**src/rtl/alu8_pkg.sv**
```systemverilog
package alu8_pkg;

    typedef enum logic [3:0] {
        OP_ADD = 4'd0,
        OP_ADC = 4'd1,
        OP_SUB = 4'd2,
        OP_SBB = 4'd3,
        OP_INC = 4'd4,
        OP_DEC = 4'd5,
        OP_AND = 4'd6,
        OP_OR  = 4'd7,
        OP_XOR = 4'd8,
        OP_CMP = 4'd9,
        OP_CPL = 4'd10,
        OP_RLC = 4'd11,
        OP_RRC = 4'd12
    } op_e;

    // Bit positions inside the status byte.
    localparam int FB_S  = 7;
    localparam int FB_Z  = 6;
    localparam int FB_AC = 4;
    localparam int FB_P  = 2;
    localparam int FB_CY = 0;
    localparam logic [7:0] FLAG_USED = 8'b1101_0101;

    typedef struct packed {
        logic s;
        logic z;
        logic ac;
        logic p;
        logic cy;
    } flag_set_t;

    localparam flag_set_t UPD_ALL   = flag_set_t'(5'b11111);
    localparam flag_set_t UPD_NO_CY = flag_set_t'(5'b11110);
    localparam flag_set_t UPD_CY    = flag_set_t'(5'b00001);
    localparam flag_set_t UPD_NONE  = flag_set_t'(5'b00000);

    function automatic flag_set_t unpack_flags(input logic [7:0] b);
        flag_set_t f;
        f.s  = b[FB_S];
        f.z  = b[FB_Z];
        f.ac = b[FB_AC];
        f.p  = b[FB_P];
        f.cy = b[FB_CY];
        return f;
    endfunction

    function automatic logic [7:0] pack_flags(input flag_set_t f);
        logic [7:0] b;
        b        = '0;
        b[FB_S]  = f.s;
        b[FB_Z]  = f.z;
        b[FB_AC] = f.ac;
        b[FB_P]  = f.p;
        b[FB_CY] = f.cy;
        return b;
    endfunction

    function automatic flag_set_t merge_flags(input flag_set_t old_f,
                                              input flag_set_t new_f,
                                              input flag_set_t upd);
        return flag_set_t'((new_f & upd) | (old_f & ~upd));
    endfunction

endpackage

```
**src/rtl/alu8_opsel.sv**
```systemverilog
module alu8_opsel #(
    parameter int DW = 8
) (
    input  logic [1:0]    sel,
    input  logic [DW-1:0] reg_v,
    input  logic [DW-1:0] mem_v,
    input  logic [DW-1:0] imm_v,
    output logic [DW-1:0] opnd
);
    always_comb begin
        case (sel)
            2'b00:   opnd = reg_v;
            2'b01:   opnd = mem_v;
            default: opnd = imm_v;
        endcase
    end
endmodule

```
**src/rtl/alu8_core.sv**
```systemverilog
module alu8_core
    import alu8_pkg::*;
#(
    parameter int DW = 8
) (
    input  op_e           op,
    input  logic [DW-1:0] a,
    input  logic [DW-1:0] b,
    input  logic [7:0]    flg_in,
    output logic [DW-1:0] res,
    output logic          wr_acc,
    output logic [7:0]    flg_nxt
);
    localparam int HW = DW / 2;

    flag_set_t       cur;
    flag_set_t       calc;
    flag_set_t       upd;
    logic [DW:0]     wide;
    logic [HW:0]     half;
    logic            cin;

    assign cur = unpack_flags(flg_in);
    assign cin = ((op == OP_ADC) || (op == OP_SBB)) ? cur.cy : 1'b0;

    always_comb begin
        wide   = '0;
        half   = '0;
        res    = a;
        wr_acc = 1'b1;
        upd    = UPD_NONE;
        calc   = cur;
        case (op)
            OP_ADD, OP_ADC: begin
                wide    = {1'b0, a} + {1'b0, b} + (DW+1)'(cin);
                half    = {1'b0, a[HW-1:0]} + {1'b0, b[HW-1:0]} + (HW+1)'(cin);
                res     = wide[DW-1:0];
                calc.cy = wide[DW];
                calc.ac = half[HW];
                upd     = UPD_ALL;
            end
            OP_SUB, OP_SBB, OP_CMP: begin
                wide    = {1'b0, a} - {1'b0, b} - (DW+1)'(cin);
                half    = {1'b0, a[HW-1:0]} - {1'b0, b[HW-1:0]} - (HW+1)'(cin);
                res     = wide[DW-1:0];
                calc.cy = wide[DW];
                calc.ac = half[HW];
                wr_acc  = (op != OP_CMP);
                upd     = UPD_ALL;
            end
            OP_INC: begin
                wide    = {1'b0, a} + (DW+1)'(1);
                half    = {1'b0, a[HW-1:0]} + (HW+1)'(1);
                res     = wide[DW-1:0];
                calc.ac = half[HW];
                upd     = UPD_NO_CY;
            end
            OP_DEC: begin
                wide    = {1'b0, a} - (DW+1)'(1);
                half    = {1'b0, a[HW-1:0]} - (HW+1)'(1);
                res     = wide[DW-1:0];
                calc.ac = half[HW];
                upd     = UPD_NO_CY;
            end
            OP_AND, OP_OR, OP_XOR: begin
                res     = (op == OP_AND) ? (a & b) :
                          (op == OP_OR)  ? (a | b) : (a ^ b);
                calc.cy = 1'b0;
                calc.ac = 1'b0;
                upd     = UPD_ALL;
            end
            OP_CPL: begin
                res = ~a;
            end
            OP_RLC: begin
                res     = {a[DW-2:0], a[DW-1]};
                calc.cy = a[DW-1];
                upd     = UPD_CY;
            end
            OP_RRC: begin
                res     = {a[0], a[DW-1:1]};
                calc.cy = a[0];
                upd     = UPD_CY;
            end
            default: begin
                res    = a;
                wr_acc = 1'b0;
            end
        endcase
        calc.s  = res[DW-1];
        calc.z  = (res == '0);
        calc.p  = ~^res;
        flg_nxt = pack_flags(merge_flags(cur, calc, upd));
    end
endmodule

```
**src/rtl/alu8_flagreg.sv**
```systemverilog
module alu8_flagreg
    import alu8_pkg::*;
(
    input  logic       clk,
    input  logic       rst,
    input  logic       we,
    input  logic [7:0] d,
    output logic [7:0] q
);
    always_ff @(posedge clk) begin
        if (rst)
            q <= '0;
        else if (we)
            q <= d;
    end


    flag_hold_chk: assert property (@(posedge clk) disable iff (rst)
        !we |=> $stable(q));


    unused_bits_chk: assert property (@(posedge clk) disable iff (rst)
        we |=> ((q & ~FLAG_USED) == 8'h00));


    flag_load_chk: assert property (@(posedge clk) disable iff (rst)
        we |=> (q == $past(d)));
endmodule

```
**src/rtl/alu8_flags.sv**
```systemverilog
module alu8_flags
    import alu8_pkg::*;
#(
    parameter int DW = 8
) (
    input  logic          clk,
    input  logic          rst,
    input  logic [3:0]    op_i,
    input  logic [1:0]    src_sel_i,
    input  logic [DW-1:0] acc_i,
    input  logic [DW-1:0] reg_i,
    input  logic [DW-1:0] mem_i,
    input  logic [DW-1:0] imm_i,
    input  logic          flag_we_i,
    output logic [DW-1:0] result_o,
    output logic          acc_we_o,
    output logic [7:0]    flags_o
);
    logic [DW-1:0] opnd_b;
    logic [7:0]    flg_nxt;
    op_e           op;

    assign op = op_e'(op_i);

    alu8_opsel #(.DW(DW)) u_opsel (
        .sel   (src_sel_i),
        .reg_v (reg_i),
        .mem_v (mem_i),
        .imm_v (imm_i),
        .opnd  (opnd_b)
    );

    alu8_core #(.DW(DW)) u_core (
        .op      (op),
        .a       (acc_i),
        .b       (opnd_b),
        .flg_in  (flags_o),
        .res     (result_o),
        .wr_acc  (acc_we_o),
        .flg_nxt (flg_nxt)
    );

    alu8_flagreg u_flags (
        .clk (clk),
        .rst (rst),
        .we  (flag_we_i),
        .d   (flg_nxt),
        .q   (flags_o)
    );


    cmp_no_wb_chk: assert property (@(posedge clk) disable iff (rst)
        (op_i == 4'd9) |-> !acc_we_o);


    cpl_keeps_flags_chk: assert property (@(posedge clk) disable iff (rst)
        (flag_we_i && op_i == 4'd10) |=> $stable(flags_o));


    logic_clears_cy_chk: assert property (@(posedge clk) disable iff (rst)
        (flag_we_i && (op_i == 4'd6 || op_i == 4'd7 || op_i == 4'd8))
        |=> (flags_o[FB_CY] == 1'b0 && flags_o[FB_AC] == 1'b0));


    zero_flag_chk: assert property (@(posedge clk) disable iff (rst)
        (flag_we_i && op_i <= 4'd9)
        |=> (flags_o[FB_Z] == ($past(result_o) == '0)));


    spare_op_chk: assert property (@(posedge clk) disable iff (rst)
        (op_i >= 4'd13) |-> (!acc_we_o && result_o == acc_i));
endmodule

```
**config.mk**
```make
export PLATFORM = sky130hd
export DESIGN_NAME = alu8_flags
export DESIGN_NICKNAME = d
export VERILOG_FILES = /design/src/rtl/alu8_pkg.sv /design/src/rtl/alu8_opsel.sv /design/src/rtl/alu8_core.sv /design/src/rtl/alu8_flagreg.sv /design/src/rtl/alu8_flags.sv
export SDC_FILE = /design/constraint.sdc
export NUM_CORES = 1
export LEC_CHECK = 0
export BUFFER_PORTS_ARGS = -buffer_cell sky130_fd_sc_hd__buf_2
export CORE_ASPECT_RATIO = 0.7
export CORE_MARGIN = 8
export CORE_UTILIZATION = 45
export CTS_CLUSTER_DIAMETER = 60
export DETAILED_ROUTE_END_ITERATION = 8
export PLACE_DENSITY = 0.8
export SKIP_CTS_REPAIR_TIMING = 1
export SYNTH_ARGS = -nofsm -noshare
export SYNTH_HDL_FRONTEND = slang
export SYNTH_HIERARCHICAL = 1
export SYNTH_SLANG_ARGS = --single-unit
```
**constraint.sdc**
```tcl
create_clock -name clk -period 9.57 [get_ports clk]
set_input_delay 1.4355 -clock clk [delete_from_list [all_inputs] [get_ports clk]]
set_output_delay 1.4355 -clock clk [all_outputs]
set_load 0.05 [all_outputs]
```
==> results of run 1 <==
## through the flow
step	instances	power [mW]	hold WS [ns]	util (%)
2_1_floorplan	373	0.223	0.737	-
3_3_place_gp	482	0.277	0.467	51.1
3_5_place_dp	482	0.277	0.481	51.1
4_1_cts	485	0.318	0.494	51.8
5_1_grt	485	0.346	0.534	51.8
6_report	485	0.320	0.489	51.8
## worst max-delay path, stage by stage
cell       delay [ns]
buf_2            0.35
inv_1            0.28
nand4b_1         0.21
inv_1            0.07
fa_1             0.40
inv_1            0.09
fa_1             0.22
and2b_1          0.20
o21ai_2          0.16
a21bo_2          0.19
a21oi_1          0.09
a2111oi_2        0.45
o32a_1           0.22
buf_2            0.26
## layout make-up
| cell class | count | share of cell area [%] |
|---|---|---|
| sequential | 8 | 5.32 |
| tap | 75 | 3.12 |
| timing repair buffer | 57 | 9.48 |
| multi-input combinational | 313 | 77.1 |
| clock buffer | 3 | 1.37 |
| inverter | 29 | 3.62 |
## routing by layer
layer | vias to the layer above | share of wire, %
met1 | 1346 | 47
met3 | 2 | 12
met2 | 178 | 41
met4 | 0 | 0.17
li1 | 1411 | -
met5 | - | 0
## cell families after synthesis
| group | synth area share [%] |
|---|---|
| buffers and inverters | 9.68 |
| and+or+nand+nor | 16.2 |
| xor gates and xnor gates | 7.36 |
| DFF | 5.85 |
| other | 0.137 |
| muxes | 6.21 |
| AOI/OAI and AO/OA | 32.6 |
| adders and majority gates | 21.9 |
## power by group
group | internal (mW) | switching (mW) | total [mW]
registers | 0.0367 | 0.00226 | 0.0389
logic | 0.0899 | 0.153 | 0.243
clock network | 0.0271 | 0.0114 | 0.0385
total | 0.154 | 0.166 | 0.320
## worst max path at each step
| stage | start | endpoint | slack (ns) | cells past startpoint |
|---|---|---|---|---|
| floorplan | op_i[3] | result_o[7] | 3.67 | 13 |
| global route | op_i[2] | result_o[6] | 3.31 | 14 |
| detailed placement | op_i[2] | result_o[6] | 3.55 | 14 |
| CTS | op_i[2] | result_o[6] | 3.54 | 14 |
| finish | op_i[2] | result_o[6] | 3.48 | 14 |
| global placement | op_i[2] | result_o[6] | 3.65 | 14 |
## cells in the final DEF, fill, tap and decap left out, types with 3 or more instances in the layout
master	n
o21ai_0	31
xor2_1	8
xnor2_1	15
a31o_1	3
a22oi_1	4
o21ai_2	3
and2b_1	3
o21a_1	3
nor2_1	36
nor3_1	6
o211ai_1	6
buf_2	57
fa_1	5
mux2i_1	17
a211oi_1	4
a31oi_1	6
ha_1	40
o21ai_1	10
a21o_1	5
o22ai_1	3
o221ai_1	4
inv_2	3
conb_1	3
inv_1	26
a21oi_1	21
dfxtp_1	8
nand2b_1	3
nand2_1	32
clkbuf_8	3
nand3_1	3
==> metrics.log, run 1 <==
[metrics] outcome: finished clean
[metrics] Worst R2R Setup Slack: 5.95 ns
[metrics] Wirelength per Cell: between 15 and 20 µm
[metrics] pin count of the biggest net entering global routing: 33
[metrics] busiest layer in global routing: met1
[metrics] clock-pin transition on the worst setup and hold timing paths: ~0.040 ns
[metrics] post-route fraction of the period consumed by the critical path: a little under two thirds
[metrics] register with the highest flop count: u_flags/q
[metrics] row count: 23
[metrics] TNS Setup: 0 ns
[metrics] end of the worst register-to-register path: u_flags/q[2]
[metrics] endpoint with the worst hold slack: u_flags/q[5]
[metrics] flip-flop and latch count after synthesis: 8
[metrics] global routing usage on met3: under 10%
[metrics] cell area after synthesis: about 2700 µm²
[metrics] flip-flop count of the largest register, all copies and words added: 8
[metrics] insertion delay of the later-clocked pin in the worst-skew pair: about 0.22 ns
[metrics] highest achievable clock rate: 164 MHz
[metrics] total DRC errors in the routed layout: 0
[metrics] via-per-instance ratio: 6.06
[metrics] count of input and output buffers: 57
[metrics] clock root buffer: clkbuf_8
[metrics] Core Area: between 5000 and 6000 µm²
[metrics] HPWL after DPL: between 6000 and 7000 µm
[metrics] max-slew violation count: 0
[metrics] count of cells along the worst hold path: 2
[metrics] number of buffers added by the clock tree synthesis step: 3
[metrics] area after detailed placement: just under 3000 µm²
[metrics] startpoint of the lowest-slack register-to-register path: u_flags/q[0]
[metrics] path class of the lowest-slack min-delay path: reg -> reg
[metrics] share of the synthesized area in the top cell type: about 18%
[metrics] Setup WS pre-CTS: between 3 and 4 ns
[metrics] htree depth: 1
[metrics] biggest regs: u_flags/q (8)
[metrics] P&R area growth vs syn: 9.91%
[metrics] filler instances: between 500 and 600
[metrics] Starting Density: between 40 and 50%
[metrics] share of final-layout standard cells stronger than drive strength 1: between 10% and 20%
[metrics] number of antenna violations at the first check in global routing: 0
[metrics] number of nets in the layout: ~500
[metrics] Synth Flop Type: dfxtp_1
[metrics] headroom to the max-slew limit: a little under a third
[metrics] most frequent cell after synthesis: ha_1
[metrics] first-pass GRT wire length: roughly 14000 µm
[metrics] path depth of the worst reg2reg path: 16
[metrics] Vias: 2937
[metrics] sequential share of the synthesized area: under 10%
[metrics] slew at the pin with the worst max-slew slack: 1.02 ns
[metrics] gp weighted congestion: 0.963
[metrics] worst supply voltage drop on vdd: ~34 µV
[metrics] Ant. Diodes: 0
[metrics] worst setup slack after layout: 3.48 ns
[metrics] mean instance size in the synthesized netlist: between 7 and 8 µm²
[metrics] met1 track utilization from global routing: around 29%
[metrics] maximum clock insertion buffer count: 2
[metrics] GRT Residual Overflow: 0
[metrics] Storage cell area: roughly 160 µm²
[metrics] HP Start: u_flags/q[5]
[metrics] I/O pin total: 58
[metrics] multi-input combinational cell area: roughly 2300 µm²
[metrics] overall track demand over capacity in global routing: a little under a fifth
[metrics] die height: about 81 µm
[metrics] Yosys warnings: 6
[metrics] Async S/R FF share, synth: 0%
[metrics] Leak Pwr: approximately 1.4 nW
[metrics] count of flip-flops with a built-in enable after synthesis: 0
[metrics] unrepaired setup endpoints after global routing: false
[metrics] post-route design area: 3010 µm²
[metrics] clock tree from TritonCTS: yes
[metrics] maximum fanout count along the critical path: 24
[metrics] Routed Wire Length: around 8600 µm
[metrics] ranking of synthesized cells by instance count: ha_1, nor2_1, nand2_1
[metrics] setup clock skew after layout: 0.000292 ns
[metrics] hold violation count in the final report: 0
[metrics] clock sink count: 8
[metrics] met2 Use GR: ~28%
[metrics] cells taking the most area after synthesis: ha_1, mux2i_1, dfxtp_1
[metrics] x dimension of the die: roughly 110 µm
[metrics] Detailed Routing Iterations Pass 1: 5
[metrics] type of the worst setup path: in -> out
[metrics] number of distinct library cells after synthesis: between 60 and 70
[metrics] CP Data Arrival Time: 4.65 ns
[metrics] post-route minimum period: between 6 and 7 ns
[metrics] number of global-route vias before repair: 2701
[metrics] biggest area consumer among synthesized cells: ha_1
[metrics] Final setup viols: 0
[metrics] number of instances in the synthesized netlist: 371
[metrics] Crit path required time: 8.13 ns
[metrics] endpoint kind of the worst setup timing path: output pin
[metrics] power density normalized to cell area: 106 nW/µm²
[metrics] Antenna Nets Post-Route: 0
[metrics] Max Cap Viol: 0
[metrics] critical path startpoint category: input pin
[metrics] 1st-iter DRT viols: about 330
[metrics] die outline area: just under 9000 µm²
Power figures use the tool's default switching activity.
==> inputs of run 2 (changes only) <==
- ABC_AREA: not set -> 1
- PLACE_DENSITY: 0.8 -> 0.82
- clock period: 9.57 -> 4.98 ns (I/O delays scaled with it)
==> run 2 against run 1 <==
  * Clock-buffer cell count is the same
  * Via count rose by 15%
  * Worst setup slack worse by 2.7 ns
  * Critical path depth up 7
  * Cell count is 33% higher
  * First-iteration DRC count shrank 5.8%
  * Flip-flop and latch count did not move
  * Register-to-register slack worse by 4.4 ns
  * Core utilization rose by 0.16 points
  * Sequential power is 91% higher
  * Die area is 3.9% higher
  * Hold slack worse by 0.025 ns
  * Critical path type unchanged
  * Largest power group unchanged
==> metrics.log, run 2 <==
[metrics] overall track demand over capacity in global routing: 19.3% (was 19.0%)
[metrics] I/O pin total: 58 (unchanged)
[metrics] Async S/R FF share, synth: 0% (unchanged)
[metrics] post-synthesis share of cell area spent on xor and xnor gates: 1.53% (was 7.35%)
[metrics] mean instance size in the synthesized netlist: 5.59 µm² (was 7.38 µm²)
[metrics] highest achievable clock rate: approximately 240 MHz
[metrics] HPWL after DPL: 7660 µm (was 6850 µm)
[metrics] pin count of the biggest net entering global routing: 17 (was 33)
[metrics] total DRC errors in the routed layout: 0 (unchanged)
[metrics] post-synthesis mux area share: 0% (was 6.21%)
[metrics] most frequent cell after synthesis: nand2_1 (was ha_1)
[metrics] complex-gate fraction of the synthesized area: 12.3% (was 32.6%)
[metrics] combinational family with the most area after synthesis: simple AND/OR/NAND/NOR gates (was compound AO/OA/AOI/OAI gates)
[metrics] number of nets in the layout: 653 (was 498)
[metrics] maximum clock insertion buffer count: 2 (unchanged)
[metrics] die height: 82.8 µm (was 81.3 µm)
[metrics] power density normalized to cell area: 190 nW/µm² (was 106 nW/µm²)
[metrics] share of the synthesized area in the top cell type: 19.5% (was 18.3%)
[metrics] number of distinct library cells after synthesis: 34 (was 63)
[metrics] number of antenna violations at the first check in global routing: 0 (unchanged)
[metrics] setup clock skew after layout: 0.00597 ns (was 0.000292 ns)
[metrics] htree depth: 1 (unchanged)
[metrics] overall power of the completed layout: 0.612 mW (was 0.320 mW)
[metrics] Ant. Diodes: 0 (unchanged)
[metrics] Crit path required time: 4.23 ns (was 8.13 ns)
[metrics] Yosys warnings: 6 (unchanged)
[metrics] type of the worst setup path: in -> out (unchanged)
[metrics] Routed Wire Length: 9040 µm (was 8580 µm)
[metrics] share of final-layout standard cells stronger than drive strength 1: 15.4% (was 19.0%)
[metrics] max-slew violation count: 0 (unchanged)
[metrics] Vias: 3390 (was 2937)
[metrics] x dimension of the die: 111 µm (was 109 µm)
[metrics] TNS Setup: 0 ns (unchanged)
[metrics] Synth Flop Type: dfxtp_1 (unchanged)
[metrics] insertion delay of the later-clocked pin in the worst-skew pair: 0.23 ns (was 0.22 ns)
[metrics] Starting Density: 46.3% (was 47.1%)
[metrics] first-pass GRT wire length: 14800 µm (was 13600 µm)
[metrics] GRT Residual Overflow: 0 (unchanged)
[metrics] biggest area consumer among synthesized cells: nand2_1 (was ha_1)
[metrics] Synth Area in Simple Gates: 43.3% (was 16.2%)
[metrics] post-route fraction of the period consumed by the critical path: roughly 84%
[metrics] slew at the pin with the worst max-slew slack: 0.690 ns (was 1.02 ns)
[metrics] register with the highest flop count: u_flags/q (unchanged)
[metrics] origin of the worst setup path: src_sel_i[1] (was op_i[2])
[metrics] flip-flop and latch count after synthesis: 8 (unchanged)
[metrics] post-route minimum period: approximately 4.2 ns
[metrics] via-per-instance ratio: 5.27 (was 6.06)
[metrics] HP Start: u_flags/q[1] (was u_flags/q[5])
[metrics] count of flip-flops with a built-in enable after synthesis: 0 (unchanged)
[metrics] cells taking the most area after synthesis: nand2_1, ha_1, inv_1 (was ha_1, mux2i_1, dfxtp_1)
[metrics] leading cell type in the layout, fill and taps excluded: nand2_1 (was buf_2)
[metrics] number of instances in the synthesized netlist: 513 (was 371)
[metrics] sequential share of the synthesized area: 5.59% (was 5.85%)
[metrics] row count: 24 (was 23)
[metrics] Wirelength per Cell: 14.1 µm (was 17.7 µm)
[metrics] Core Area: 6190 µm² (was 5810 µm²)
[metrics] number of buffers added by the clock tree synthesis step: 3 (unchanged)
[metrics] clock tree from TritonCTS: yes (unchanged)
[metrics] Detailed Routing Iterations Pass 1: 5 (unchanged)
[metrics] headroom to the max-slew limit: 53.8% (was 31.7%)
[metrics] clock root buffer: clkbuf_8 (unchanged)
[metrics] outcome: finished clean (unchanged)
[metrics] worst supply voltage drop on vdd: 85.7 µV (was 34.2 µV)
[metrics] P&R area growth vs syn: 12.1% (was 9.91%)
[metrics] biggest regs: u_flags/q (8) (unchanged)
[metrics] gp weighted congestion: 0.972 (was 0.963)
[metrics] Max Cap Viol: 0 (unchanged)
[metrics] Antenna Nets Post-Route: 0 (unchanged)
[metrics] die outline area: 9220 µm² (was 8880 µm²)
[metrics] path class of the lowest-slack min-delay path: reg -> reg (unchanged)
[metrics] critical path startpoint category: input pin (unchanged)
[metrics] cell area after synthesis: 2870 µm² (was 2740 µm²)
[metrics] count of input and output buffers: 57 (unchanged)
[metrics] startpoint of the lowest-slack register-to-register path: u_flags/q[0] (unchanged)
[metrics] clock-pin transition on the worst setup and hold timing paths: 0.05 ns (was 0.04 ns)
[metrics] hold violation count in the final report: 0 (unchanged)
[metrics] maximum fanout count along the critical path: 10 (was 24)
[metrics] flip-flop count of the largest register, all copies and words added: 8 (unchanged)
[metrics] highest-count cells in the layout ignoring fill and taps: nand2_1, inv_1, buf_2, nand3_1, nor2_1 (was buf_2, ha_1, nor2_1, nand2_1, o21ai_0)
[metrics] endpoint kind of the worst setup timing path: output pin (unchanged)
[metrics] clock sink count: 8 (unchanged)
[metrics] unrepaired setup endpoints after global routing: false (unchanged)
[metrics] Leak Pwr: 1.87 nW (was 1.41 nW)
[metrics] CP Data Arrival Time: 3.46 ns (was 4.65 ns)
[metrics] synthesized-area fraction occupied by adder cells: 21.0% (was 21.9%)
[metrics] filler instances: 650 (was 595)
[metrics] Final setup viols: 0 (unchanged)
[metrics] number of global-route vias before repair: 3139 (was 2701)
[metrics] ranking of synthesized cells by instance count: nand2_1, inv_1, nand3_1 (was ha_1, nor2_1, nand2_1)
[metrics] 1st-iter DRT viols: 307 (was 326)
-- run 2: cell types whose count changed after synthesis, sizes merged, moves of 10 or more --
cell   change
nand2    +120
inv       +72
nand3     +51
o21ai     -26
nor2      +20
mux2i     -17
xnor2     -12
buf       -10
nand4     +10
-- run 2: where the power goes --
part           switching [mW]  internal [mW]  leakage (nW)
clock                  0.0280         0.0526        0.0216
combinational           0.305          0.152          1.79
sequential            0.00413         0.0703        0.0663
-- run 2: cells by family after synthesis --
group | after synthesis
compound gates | 57
xor+xnor | 5
fa+ha+maj | 45
buf+inv | 111
flops | 8
other cells | 1
simple gates | 286
-- run 2: area by class of cell --
class	count	area [µm²]	share of cell area (%)
well taps	78	97.6	3.04
repair buffers	57	285	8.88
inverters	101	379	11.8
clock buffers	3	41.3	1.29
multi-input cells	396	2250	70.0
flip-flops and latches	8	160	4.98
-- run 2: final timing paths --
kind,slack (ns),to,depth (start not counted)
worst max-delay path,0.77,result_o[6],21
worst min-delay path,0.46,u_flags/q[1],2
worst max register to register,1.59,u_flags/q[2],23
worst min register to register,0.46,u_flags/q[1],2
-- run 2: worst max-delay path, cell delays in order --
cell	delay (ns)
buf_2	0.17
nor2_4	0.20
nand2_1	0.07
nand3_1	0.13
inv_1	0.10
fa_1	0.44
fa_1	0.41
inv_1	0.07
nand2_1	0.07
nand2_1	0.08
nand2_1	0.08
nand2_1	0.09
inv_1	0.06
nand2_1	0.07
nand2_1	0.05
nand2_1	0.06
nand3_1	0.08
nand2_1	0.07
inv_1	0.04
nand4_1	0.08
buf_2	0.28
-- run 2: metal layers --
metal,vias to the layer above,global-route usage (%),wire [µm]
met5,-,0,0
met4,0,4.77,158
met3,12,3.66,846
met2,153,29.5,3500
met1,1496,27.3,4540
li1,1729,-,-
-- run 2: through the flow --
step           setup slack [ns]  util [%]  hold slack (ns)  std cells  instance area [µm²]
3_5_place_dp              0.805      51.3            0.462        640                 3170
5_1_grt                   0.443      51.9            0.518        643                 3210
2_1_floorplan             0.789         -            0.689        515                 2870
3_3_place_gp              0.881      51.3            0.454        640                 3170
4_1_cts                   0.799      51.9            0.468        643                 3210
6_report                  0.774      51.9            0.464        643                 3210
